<file path="src/rtl/xbc_pkg.sv">
package xbc_pkg;
  localparam int SEL_W = 2;

  typedef enum logic [SEL_W-1:0] {
    LOC_LOW  = 2'd0,
    LOC_MID  = 2'd1,
    LOC_HIGH = 2'd2,
    LOC_NONE = 2'd3
  } loc_e;

  // Number of staged bytes a given width uses.
  function automatic int bytes_for(input logic wide, input int narrow_n, input int wide_n);
    return wide ? wide_n : narrow_n;
  endfunction
endpackage

</file>
<file path="src/rtl/xbc_stage.sv">
module xbc_stage
  import xbc_pkg::*;
#(
  parameter int BYTE_W  = 8,
  parameter int N_BYTES = 3,
  localparam int FLAT_W = BYTE_W * N_BYTES
) (
  input  logic              clk,
  input  logic              rst_n,
  input  logic              wr_en,
  input  logic [SEL_W-1:0]  wr_sel,
  input  logic [BYTE_W-1:0] wr_data,
  output logic [FLAT_W-1:0] staged
);
  for (genvar g = 0; g < N_BYTES; g++) begin : g_byte
    logic [BYTE_W-1:0] q;
    logic              hit;
    assign hit = wr_en && (int'(wr_sel) == g);
    always_ff @(posedge clk) begin
      if (!rst_n)   q <= '0;
      else if (hit) q <= wr_data;
    end
    assign staged[g*BYTE_W +: BYTE_W] = q;
  end
endmodule

</file>
<file path="src/rtl/xbc_core.sv">
module xbc_core #(
  parameter int BYTE_W   = 8,
  parameter int NARROW_N = 2,
  parameter int WIDE_N   = 3,
  localparam int CNT_W    = BYTE_W * WIDE_N,
  localparam int NARROW_W = BYTE_W * NARROW_N
) (
  input  logic             clk,
  input  logic             rst_n,
  input  logic             load_evt,
  input  logic             wide_mode,
  input  logic             byte_strobe,
  input  logic [CNT_W-1:0] staged,
  output logic [CNT_W:0]   count,
  output logic             zero_flag,
  output logic             done_pulse,
  output logic             dec_evt,
  output logic             hit_zero
);
  // Start value: zero stands for the full range of the chosen width.
  function automatic logic [CNT_W:0] start_value(input logic [CNT_W-1:0] s, input logic wide);
    logic [CNT_W:0] v;
    v = '0;
    if (wide) v[CNT_W-1:0]    = s;
    else      v[NARROW_W-1:0] = s[NARROW_W-1:0];
    if (v == '0) begin
      if (wide) v[CNT_W]    = 1'b1;
      else      v[NARROW_W] = 1'b1;
    end
    return v;
  endfunction

  function automatic logic [CNT_W:0] step_down(input logic [CNT_W:0] c);
    return c - (CNT_W+1)'(1);
  endfunction

  logic cnt_nonzero;
  logic cnt_is_one;
  assign cnt_nonzero = (count != '0);
  assign cnt_is_one  = (count == (CNT_W+1)'(1));
  assign dec_evt     = byte_strobe && !load_evt && cnt_nonzero;
  assign hit_zero    = dec_evt && cnt_is_one;

  always_ff @(posedge clk) begin
    if (!rst_n) begin
      count      <= '0;
      zero_flag  <= 1'b0;
      done_pulse <= 1'b0;
    end else if (load_evt) begin
      count      <= start_value(staged, wide_mode);
      zero_flag  <= 1'b0;
      done_pulse <= 1'b0;
    end else begin
      if (dec_evt) count <= step_down(count);
      if (hit_zero) zero_flag <= 1'b1;
      done_pulse <= hit_zero;
    end
  end
endmodule

</file>
<file path="src/rtl/xbc_readmux.sv">
module xbc_readmux
  import xbc_pkg::*;
#(
  parameter int BYTE_W  = 8,
  parameter int N_BYTES = 3,
  parameter logic [BYTE_W-1:0] ID_CODE = '0,
  localparam int CNT_W = BYTE_W * N_BYTES
) (
  input  logic [SEL_W-1:0]  rd_sel,
  input  logic              wide_mode,
  input  logic [CNT_W-1:0]  cnt_bits,
  output logic [BYTE_W-1:0] rd_data
);
  logic [BYTE_W-1:0] lane [N_BYTES];
  for (genvar g = 0; g < N_BYTES; g++) begin : g_lane
    assign lane[g] = cnt_bits[g*BYTE_W +: BYTE_W];
  end

  loc_e loc;
  assign loc = loc_e'(rd_sel);

  always_comb begin
    unique case (loc)
      LOC_LOW:  rd_data = lane[0];
      LOC_MID:  rd_data = lane[1];
      LOC_HIGH: rd_data = wide_mode ? lane[2] : ID_CODE;
      default:  rd_data = '0;
    endcase
  end
endmodule

</file>
<file path="src/rtl/xfer_byte_counter.sv">
module xfer_byte_counter
  import xbc_pkg::*;
#(
  parameter int BYTE_W   = 8,
  parameter int NARROW_N = 2,
  parameter int WIDE_N   = 3,
  parameter logic [4:0] FAMILY_CODE = 5'd2,
  parameter logic [2:0] REVISION    = 3'd1,
  localparam int CNT_W = BYTE_W * WIDE_N,
  localparam logic [BYTE_W-1:0] ID_CODE = BYTE_W'({FAMILY_CODE, REVISION})
) (
  input  logic              clk,
  input  logic              rst_n,
  input  logic              wr_en,
  input  logic [1:0]        wr_sel,
  input  logic [BYTE_W-1:0] wr_data,
  input  logic              cmd_valid,
  input  logic              cmd_dma,
  input  logic              wide_mode,
  input  logic              byte_strobe,
  input  logic [1:0]        rd_sel,
  output logic [BYTE_W-1:0] rd_data,
  output logic [CNT_W:0]    count,
  output logic              zero_flag,
  output logic              done_pulse
);
  logic [CNT_W-1:0] staged;
  logic             load_evt;
  logic             dec_evt;
  logic             hit_zero;

  assign load_evt = cmd_valid && cmd_dma;

  xbc_stage #(.BYTE_W(BYTE_W), .N_BYTES(WIDE_N)) u_stage (
    .clk(clk), .rst_n(rst_n), .wr_en(wr_en), .wr_sel(wr_sel),
    .wr_data(wr_data), .staged(staged)
  );

  xbc_core #(.BYTE_W(BYTE_W), .NARROW_N(NARROW_N), .WIDE_N(WIDE_N)) u_core (
    .clk(clk), .rst_n(rst_n), .load_evt(load_evt), .wide_mode(wide_mode),
    .byte_strobe(byte_strobe), .staged(staged), .count(count),
    .zero_flag(zero_flag), .done_pulse(done_pulse),
    .dec_evt(dec_evt), .hit_zero(hit_zero)
  );

  xbc_readmux #(.BYTE_W(BYTE_W), .N_BYTES(WIDE_N), .ID_CODE(ID_CODE)) u_rd (
    .rd_sel(rd_sel), .wide_mode(wide_mode), .cnt_bits(count[CNT_W-1:0]),
    .rd_data(rd_data)
  );
endmodule

</file>
<file path="config.mk">
export PLATFORM = sky130hd
export DESIGN_NAME = xfer_byte_counter
export DESIGN_NICKNAME = d
export VERILOG_FILES = /design/src/rtl/xbc_pkg.sv /design/src/rtl/xbc_stage.sv /design/src/rtl/xbc_core.sv /design/src/rtl/xbc_readmux.sv /design/src/rtl/xfer_byte_counter.sv
export SDC_FILE = /design/constraint.sdc
export NUM_CORES = 1
export LEC_CHECK = 0
export BUFFER_PORTS_ARGS = -buffer_cell sky130_fd_sc_hd__buf_2
export CORE_MARGIN = 2
export CORE_UTILIZATION = 40
export CTS_CLUSTER_DIAMETER = 150
export CTS_CLUSTER_SIZE = 20
export DETAILED_ROUTE_END_ITERATION = 8
export GPL_TIMING_DRIVEN = 0
export SLEW_MARGIN = 20
export SYNTH_ARGS = -nofsm -noshare
export SYNTH_HDL_FRONTEND = slang
export SYNTH_SLANG_ARGS = --single-unit
</file>
<file path="constraint.sdc">
create_clock -name clk -period 2.7 [get_ports clk]
set_input_delay 0.81 -clock clk [delete_from_list [all_inputs] [get_ports clk]]
set_output_delay 0.81 -clock clk [all_outputs]
set_load 0.1 [all_outputs]
</file>
# Word level (Yosys, flattened, before mapping)
# Cells that the tools add are included.
# totals
word_cells	40
output_inout_bits	35
ff_bits	51
input_bits	19
# op_classes
n_eq_ne	5
bitwise_logic	1
addsub	1
n_mux	13
reduce_logical	14
# ops
op	n
25-bit 2-to-1 mux	2
16-bit 2-to-1 mux	2
8-bit 2-to-1 mux	4
25-bit by 1-bit equality test with 1-bit output (second input constant)	1
25-bit nonzero test	1
25-bit by 1-bit subtractor with 25-bit output (second input constant)	1
24-bit logical NOT	1
8-bit case mux with 3 select lines	1
1-bit logical AND	7
2-bit equality test (second input constant)	3
2-bit logical NOT	2
1-bit 2-to-1 mux	4
2-bit by 1-bit equality test with 1-bit output (second input constant)	1
2-bit nonzero test	1
2-bit OR reduction	1
1-bit logical NOT	1
1-bit NOT	1

# Logic depth before layout (Yosys ltp)
# Gate-level depths: netlist (run 1).
# depth
ltp_word	6
ltp_mapped	9
mapped_depth_nobuf	7

# By module
# From an unflattened synthesis (run 1), not the netlist that was laid out.
# unflattened
hier_cells	327
area_unflattened_um2	2821.5
# by_module_without_submodules
module	instances	seq_area_each_um2	cells_per_inst	area_per_inst_um2
xbc_core	1	540.5	214	1712.9
xbc_stage	1	480.5	89	899.6
xbc_readmux	1	0.0	23	202.7
xfer_byte_counter	1	0.0	1	6.3

# Worst setup path after synthesis (run 1)
# OpenSTA, ideal clock, no wires.
# synth_path
path_type	reg2out
startpoint	register u_core.count[13]
endpoint	output rd_data[5]
path_slack_ps	-1576
required_time_ps	1890
arrival_ps	3466
path_stages_with_launch	4
n_path_buf	1
cell_sequence	dfxtp_1 > clkbuf_1 > mux2i_1 > o21ai_0
# synth_via
elab_chain_len	1
# synth_rtl
item	line	rtl
from (decl)	xbc_core.sv:14	output logic [CNT_W:0] count,
from (signal assigned)	xbc_core.sv:50	count <= start_value(staged, wide_mode);
from (signal assigned)	xbc_core.sv:54	if (dec_evt) count <= step_down(count);
8-bit case mux with 3 select lines	xbc_readmux.sv:23	unique case (loc)
to (decl)	xfer_byte_counter.sv:22	output logic [BYTE_W-1:0] rd_data,
# Every way passes these cells.

# Worst setup path after layout (run 1)
# layout_path
startpoint	input rd_sel[0]
endpoint	output rd_data[4]
# layout_via
elab_chain_len	2
# layout_rtl
item	line	rtl
from (decl)	xfer_byte_counter.sv:21	input logic [1:0] rd_sel,
2-bit equality test (tied with other cells)	xbc_readmux.sv:23	
8-bit case mux with 3 select lines (*)	xbc_readmux.sv:23	
# Every way passes the cells marked *; elsewhere a longest branch is shown, timed or not.

==> results of run 1 <==
==> state kept, by name (all words and copies together) (netlist names) <==
signal and cells:
u_core.count 25, u_stage.g_byte.q 24, u_core.done_pulse 1, u_core.zero_flag 1
==> layout by cell type (no fill, tap or decap), types with 3 or more instances in the layout <==
| master | netlist | final |
|---|---|---|
| o31ai_1 | 4 | 4 |
| o211ai_1 | 5 | 5 |
| nor3b_1 | 4 | 4 |
| dfxtp_2 | 0 | 8 |
| dfxtp_1 | 51 | 43 |
| nand3b_1 | 5 | 5 |
| or3_1 | 10 | 10 |
| nand3_1 | 7 | 7 |
| a31oi_1 | 12 | 12 |
| or4_1 | 9 | 9 |
| nor3_1 | 7 | 7 |
| nand2b_1 | 4 | 3 |
| o41ai_1 | 4 | 4 |
| o21ai_0 | 21 | 15 |
| buf_6 | 2 | 5 |
| nand4_1 | 5 | 5 |
| xnor2_1 | 4 | 4 |
| mux2i_1 | 32 | 32 |
| ha_1 | 3 | 3 |
| nand2_1 | 24 | 24 |
| inv_1 | 4 | 4 |
| and4_1 | 3 | 3 |
| o21ai_1 | 7 | 7 |
| nor4_1 | 18 | 18 |
| buf_2 | 1 | 44 |
| nor2_1 | 38 | 37 |
| clkbuf_1 | 17 | 16 |
| o21ai_4 | 1 | 7 |
| clkbuf_8 | 0 | 6 |
| a21oi_1 | 11 | 11 |
| buf_8 | 0 | 3 |
==> cells by family after synthesis <==
family | after synthesis | synth area share, %
xor+xnor | 5 | 1.55
mux | 32 | 11.3
simple gates | 143 | 27.1
fa+ha+maj | 3 | 1.33
compound gates | 81 | 18.6
buf+inv | 25 | 3.90
flops | 51 | 36.2
==> metrics by stage <==
stage	setup WS (ps)	TNS, ps
after global placement	-268	-1660
after detailed placement	-292	-1870
after global routing	16.4	0
after CTS	15.1	0
after floorplan	7.13	0
final	55.1	0
==> metal layers <==
layer	track usage, %	up-vias	share of wire [%]	wire, um
met1	33.1	1369	45	4070
met3	3.30	9	6.1	546
met4	5.10	0	0.83	74
met2	39.6	132	48	4270
li1	-	1406	-	-
met5	0	-	0	0
==> power groups by stage <==
stage / logic, mW / registers [mW] / clock network (mW)
3_3_place_gp: 0.861 / 0.895 / 0
2_1_floorplan: 0.450 / 1.11 / 0
6_report: 0.882 / 0.881 / 0.475
3_5_place_dp: 0.859 / 0.896 / 0
5_1_grt: 0.941 / 0.888 / 0.519
4_1_cts: 0.876 / 0.878 / 0.489
==> cells in the mapped netlist, drive strengths merged (10+ instances only) <==
cell,n
dfxtp,51
nor2,38
mux2i,32
o21ai,29
nand2,24
nor4,18
clkbuf,17
a31oi,12
a21oi,11
or3,10
or4,10
==> layout make-up <==
class                      instances  area, um^2  area share, %
multi-input combinational        264        1800           51.9
timing repair buffer              51         309           8.90
buffer                            21        96.3           2.78
sequential                        51        1030           29.7
inverter                           4        15.0          0.433
clock buffer                       6        82.6           2.38
tap                               96         120           3.46
clock inverter                     2        13.8          0.397
==> what timing repair did <==
item / 4_1_cts / 5_1_grt
resized for setup: 17 / 1
setup endpoints to repair: 8 / 1
buffers inserted: 0 / 0
==> critical path: stages <==
cell      delay, ps
clkbuf_2        240
mux2i_1         370
o22ai_4         120
clkbuf_4        280
==> worst min path at each step <==
stage | depth (start not counted) | to | start
3_3_place_gp | 1 | u_core.zero_flag | u_core.zero_flag
6_report | 1 | u_core.zero_flag | u_core.zero_flag
4_1_cts | 1 | u_core.zero_flag | u_core.zero_flag
2_1_floorplan | 2 | u_core.count[22] | u_stage.g_byte[2].q[6]
3_5_place_dp | 1 | u_core.zero_flag | u_core.zero_flag
5_1_grt | 1 | u_core.zero_flag | u_core.zero_flag
==> results.sh, run 1 <==
export IMPL_synth_main_ff_cell="dfxtp_1"
export IMPL_reg2regPathDepth=8
export IMPL_finalHoldViolCount=0
export IMPL_num_antenna_cells=0
export IMPL_yosysWarnings=0
export IMPL_grt_max_degree=17
export IMPL_hold_class="register to register"
export IMPL_setup_viol=0
export IMPL_post_place_cells=487
export IMPL_synth_ff_latch_count=51
export IMPL_async_flop_share_pct=0
export IMPL_cts_sinks=51
export IMPL_cp_startpoint="rd_sel[0]"
export IMPL_start_util_pct=41.3
export IMPL_critPathKind="primary input to output pin"
export IMPL_leakagePower_nw=1.43
export IMPL_placed_cell_area_um2=3320
export IMPL_period_needed_ps=2640
export IMPL_ctsHtreeMaxLevel=2
export IMPL_syn_area_um2=2820
export IMPL_power_frac_seq_pct=39.4
export IMPL_swShare_pct=44.4
export IMPL_drt_iter0_drc=220
export IMPL_final_max_slew_viol_count=0
export IMPL_stdcell_area_um2=3470
export IMPL_cts_buffers=5
export IMPL_drive_above_1_share_pct=21.6
export IMPL_r2r_start="u_core.count[3]"
export IMPL_fin_util_pct=50.8
export IMPL_synthTopCellsByArea="dfxtp_1 36%, mux2i_1 11%, nor2_1 5.1%"
export IMPL_crit_path_end_kind="output pin"
export IMPL_period_share_pct=98.0
export IMPL_crit_end="rd_data[4]"
export IMPL_clkPwrFrac_pct=21.2
export IMPL_ir_worst_vdd_uv=246
export IMPL_cap_violations=0
export IMPL_skew_ps=13.4
export IMPL_worstPathRequired_ps=1890
export IMPL_io_buffers=51
export IMPL_tritoncts="built"
export IMPL_grt_pass1_vias=2653
export IMPL_timing_reg2reg_setup_slack_ps=230
export IMPL_crit_arrival_ps=1830
export IMPL_tightest_slew_ps=791
export IMPL_ant_nets=0
export IMPL_via_count=2916
export IMPL_synth_avg_cell_area_um2=8.31
export IMPL_io_pins=54
export IMPL_dp_hpwl_um=6980
export IMPL_wirelength_um=8950
export IMPL_crit_fanout=9
export IMPL_netlist_instances=340
export IMPL_synth_top_area_share_pct=36.2
export IMPL_root_buffer="clkbuf_8"
export IMPL_clockBufferDepth=2
export IMPL_p_int_mw=1.24
export IMPL_power_mw=2.24
export IMPL_insertion_delay_ps=320
export IMPL_power_frac_comb_pct=39.4
export IMPL_first_pass_iters=4
export IMPL_grt_pass1_wl_um=14100
export IMPL_hold_ws_ps=466
export IMPL_yosysTopAreaCell="dfxtp_1"
export IMPL_die_h_um=88.0
export IMPL_core_um2=6830
export IMPL_hold_buffers=0
export IMPL_die_area_um2=7750
export IMPL_power_switching_mw=0.993
export IMPL_rsz0062_at_grt="false"
export IMPL_track_usage_pct=23.8
export IMPL_relSlewSlack_pct=46.6
export IMPL_layout_cells_non_filler=495
export IMPL_routedWlPerCell_um=18.1
export IMPL_synth_seq_area_share_pct=36.2
export IMPL_viasPerCell=5.89
export IMPL_fillers=714
export IMPL_r2r_end="u_core.count[13]"
export IMPL_cts_reportedPaths_clkPinSlew_ps=90
export IMPL_drc=0
export IMPL_overflow=0
export IMPL_status="finished, final reports clean"
export IMPL_synth_edf_count=0
export IMPL_ys_types=52
export IMPL_finalNetCount=420
export IMPL_antenna_found_initial=0
export IMPL_fmax_mhz=378
export IMPL_die_w_um=88.0
export IMPL_synth_fp_nets=362
export IMPL_gp_congestion=0.927
export IMPL_area_growth_pct=22.9
export IMPL_fp_row_count=30
export IMPL_startpoint_type="primary input"
export IMPL_pwr_density_cell_nw_per_um2=645
Power figures use the tool's default switching activity.
==> inputs of run 2 (changes only) <==
--- a/config.mk
+++ b/config.mk
@@ -6,12 +6,15 @@
 export NUM_CORES = 1
 export LEC_CHECK = 0
 export BUFFER_PORTS_ARGS = -buffer_cell sky130_fd_sc_hd__buf_2
+export CELL_PAD_IN_SITES_DETAIL_PLACEMENT = 2
+export CELL_PAD_IN_SITES_GLOBAL_PLACEMENT = 2
 export CORE_MARGIN = 2
-export CORE_UTILIZATION = 40
+export CORE_UTILIZATION = 32
 export CTS_CLUSTER_DIAMETER = 150
 export CTS_CLUSTER_SIZE = 20
 export DETAILED_ROUTE_END_ITERATION = 8
 export GPL_TIMING_DRIVEN = 0
+export PLACE_DENSITY_LB_ADDON = 0.1
 export SLEW_MARGIN = 20
 export SYNTH_ARGS = -nofsm -noshare
 export SYNTH_HDL_FRONTEND = slang
==> run 2 against run 1 <==
Effect of this change: sequential power up 1%; critical path depth unchanged; flip-flop and latch count stayed put; combinational power increased by 3.4%; routed wire length grew 23%.
==> results.sh, run 2 (same netlist as run 1, synthesis figures left out) <==
export IMPL_grt_pass1_vias=3100
export IMPL_viasPerCell=5.81
export IMPL_pwr_density_cell_nw_per_um2=695
export IMPL_gp_congestion=0.850
export IMPL_status="finished, final reports clean"
export IMPL_hold_buffers=0
export IMPL_slowest_delay_ps=440
export IMPL_hold_class="register to register"
export IMPL_grt_max_degree=18
export IMPL_relSlewSlack_pct=51.4
export IMPL_final_max_slew_viol_count=0
export IMPL_startpoint_type="primary input"
export IMPL_first_pass_iters=4
export IMPL_routedWlPerCell_um=21.8
export IMPL_layout_cells_non_filler=506
export IMPL_wirelength_um=11000
export IMPL_final_setup_tns_ps=0
export IMPL_area_growth_pct=25.5
export IMPL_cap_violations=0
export IMPL_timing_reg2reg_setup_slack_ps=160
export IMPL_crit_path_end_kind="output pin"
export IMPL_ctsHtreeMaxLevel=2
export IMPL_cts_setup_buffers=0
export IMPL_cts_reportedPaths_clkPinSlew_ps=90
export IMPL_crit_fanout=9
export IMPL_die_area_um2=9590
export IMPL_min_delay_start="u_core.zero_flag"
export IMPL_fin_util_pct=41.0
export IMPL_cts_repair_resized=20
export IMPL_regArea_um2=1030
export IMPL_stdcell_area_um2=3540
export IMPL_final_common_cell="buf_2"
export IMPL_skew_ps=13.0
export IMPL_largest_register_ffs=25
export IMPL_track_usage_pct=23.8
export IMPL_min_to="u_core.zero_flag"
export IMPL_antenna_found_initial=0
export IMPL_io_buffers=51
export IMPL_fmax_mhz=379
export IMPL_drt_iter0_drc=124
export IMPL_worstPathRequired_ps=1890
export IMPL_reg2regPathDepth=6
export IMPL_fillers=1011
export IMPL_r2r_end="u_core.count[16]"
export IMPL_cts_buffers=5
export IMPL_crit_arrival_ps=1830
export IMPL_hold_depth=1
export IMPL_rsz0062_at_grt="false"
export IMPL_finalNetCount=419
export IMPL_mostFrequentLayoutCells="44 x buf_2, 43 x dfxtp_1, 37 x nor2_1"
export IMPL_placed_cell_area_um2=3330
export IMPL_tritoncts="built"
export IMPL_multiInputGateArea_um2=1810
export IMPL_ir_worst_vdd_uv=242
export IMPL_hold_ws_ps=469
export IMPL_insertion_delay_ps=310
export IMPL_place_ws_ps=-302
export IMPL_grt_pass1_wl_um=17900
export IMPL_period_share_pct=97.6
export IMPL_die_h_um=97.9
export IMPL_io_pins=54
export IMPL_dp_hpwl_um=8650
export IMPL_power_mw=2.46
export IMPL_fp_row_count=34
export IMPL_cp_slowest_cell="buf_2"
export IMPL_r2r_start="u_core.count[5]"
export IMPL_tightest_slew_ps=722
export IMPL_core_um2=8640
export IMPL_root_buffer="clkbuf_8"
export IMPL_start_util_pct=32.7
export IMPL_overflow=0
export IMPL_num_antenna_cells=0
export IMPL_critPathKind="primary input to output pin"
export IMPL_path_cells="clkbuf_2 -> mux2i_1 -> o22ai_4 -> buf_2"
export IMPL_finalHoldViolCount=0
export IMPL_cts_sinks=51
export IMPL_drive_above_1_share_pct=21.9
export IMPL_die_w_um=97.9
export IMPL_drc=0
export IMPL_via_count=2941
export IMPL_clockBufferDepth=2
export IMPL_setup_viol=0
export IMPL_top_regs="u_core.count (25), u_stage.g_byte.q (24)"
export IMPL_ant_nets=0
export IMPL_largest_register="u_core.count"
export IMPL_leakagePower_nw=1.45
export IMPL_period_needed_ps=2640
export IMPL_post_place_cells=499
export IMPL_setup_ws_ps=64.4
==> run 2: routing by layer <==
layer	track usage [%]	up-vias	part of all wire, %
li1	-	1397	-
met1	32.5	1468	45
met2	40.9	70	50
met3	2.86	6	4.0
met4	3.95	0	0.71
met5	0	-	0
==> run 2: final cells by class <==
cell class / instances / area share [%]
plain buffers: 20 / 2.61
clock buffers: 5 / 1.94
clock inverters: 3 / 2.01
inverters: 4 / 0.424
multi-input cells: 264 / 51.1
flip-flops and latches: 51 / 29.1
well taps: 108 / 3.81
repair buffers: 51 / 9.04
==> run 2: worst max path at each step <==
stage / startpoint / to / slack (ps) / depth (start not counted)
4_1_cts: rd_sel[0] / rd_data[4] / 30 / 4
2_1_floorplan: u_core.count[0] / rd_data[0] / 7 / 2
3_5_place_dp: rd_sel[1] / rd_data[3] / -300 / 6
3_3_place_gp: rd_sel[1] / rd_data[3] / -290 / 6
5_1_grt: rd_sel[0] / rd_data[0] / 3 / 4
6_report: rd_sel[0] / rd_data[0] / 60 / 4
==> run 2: power breakdown <==
group | total [mW] | internal [mW] | switching [mW]
clock | 0.661 | 0.376 | 0.285
combinational | 0.912 | 0.237 | 0.675
sequential | 0.891 | 0.801 | 0.0895
==> run 2: critical path: cells and delay by family <==
family / cells / cell delay, ps
buffers and inverters: 2 / 690
multiplexers: 1 / 160
AO/OA/AOI/OAI: 1 / 160
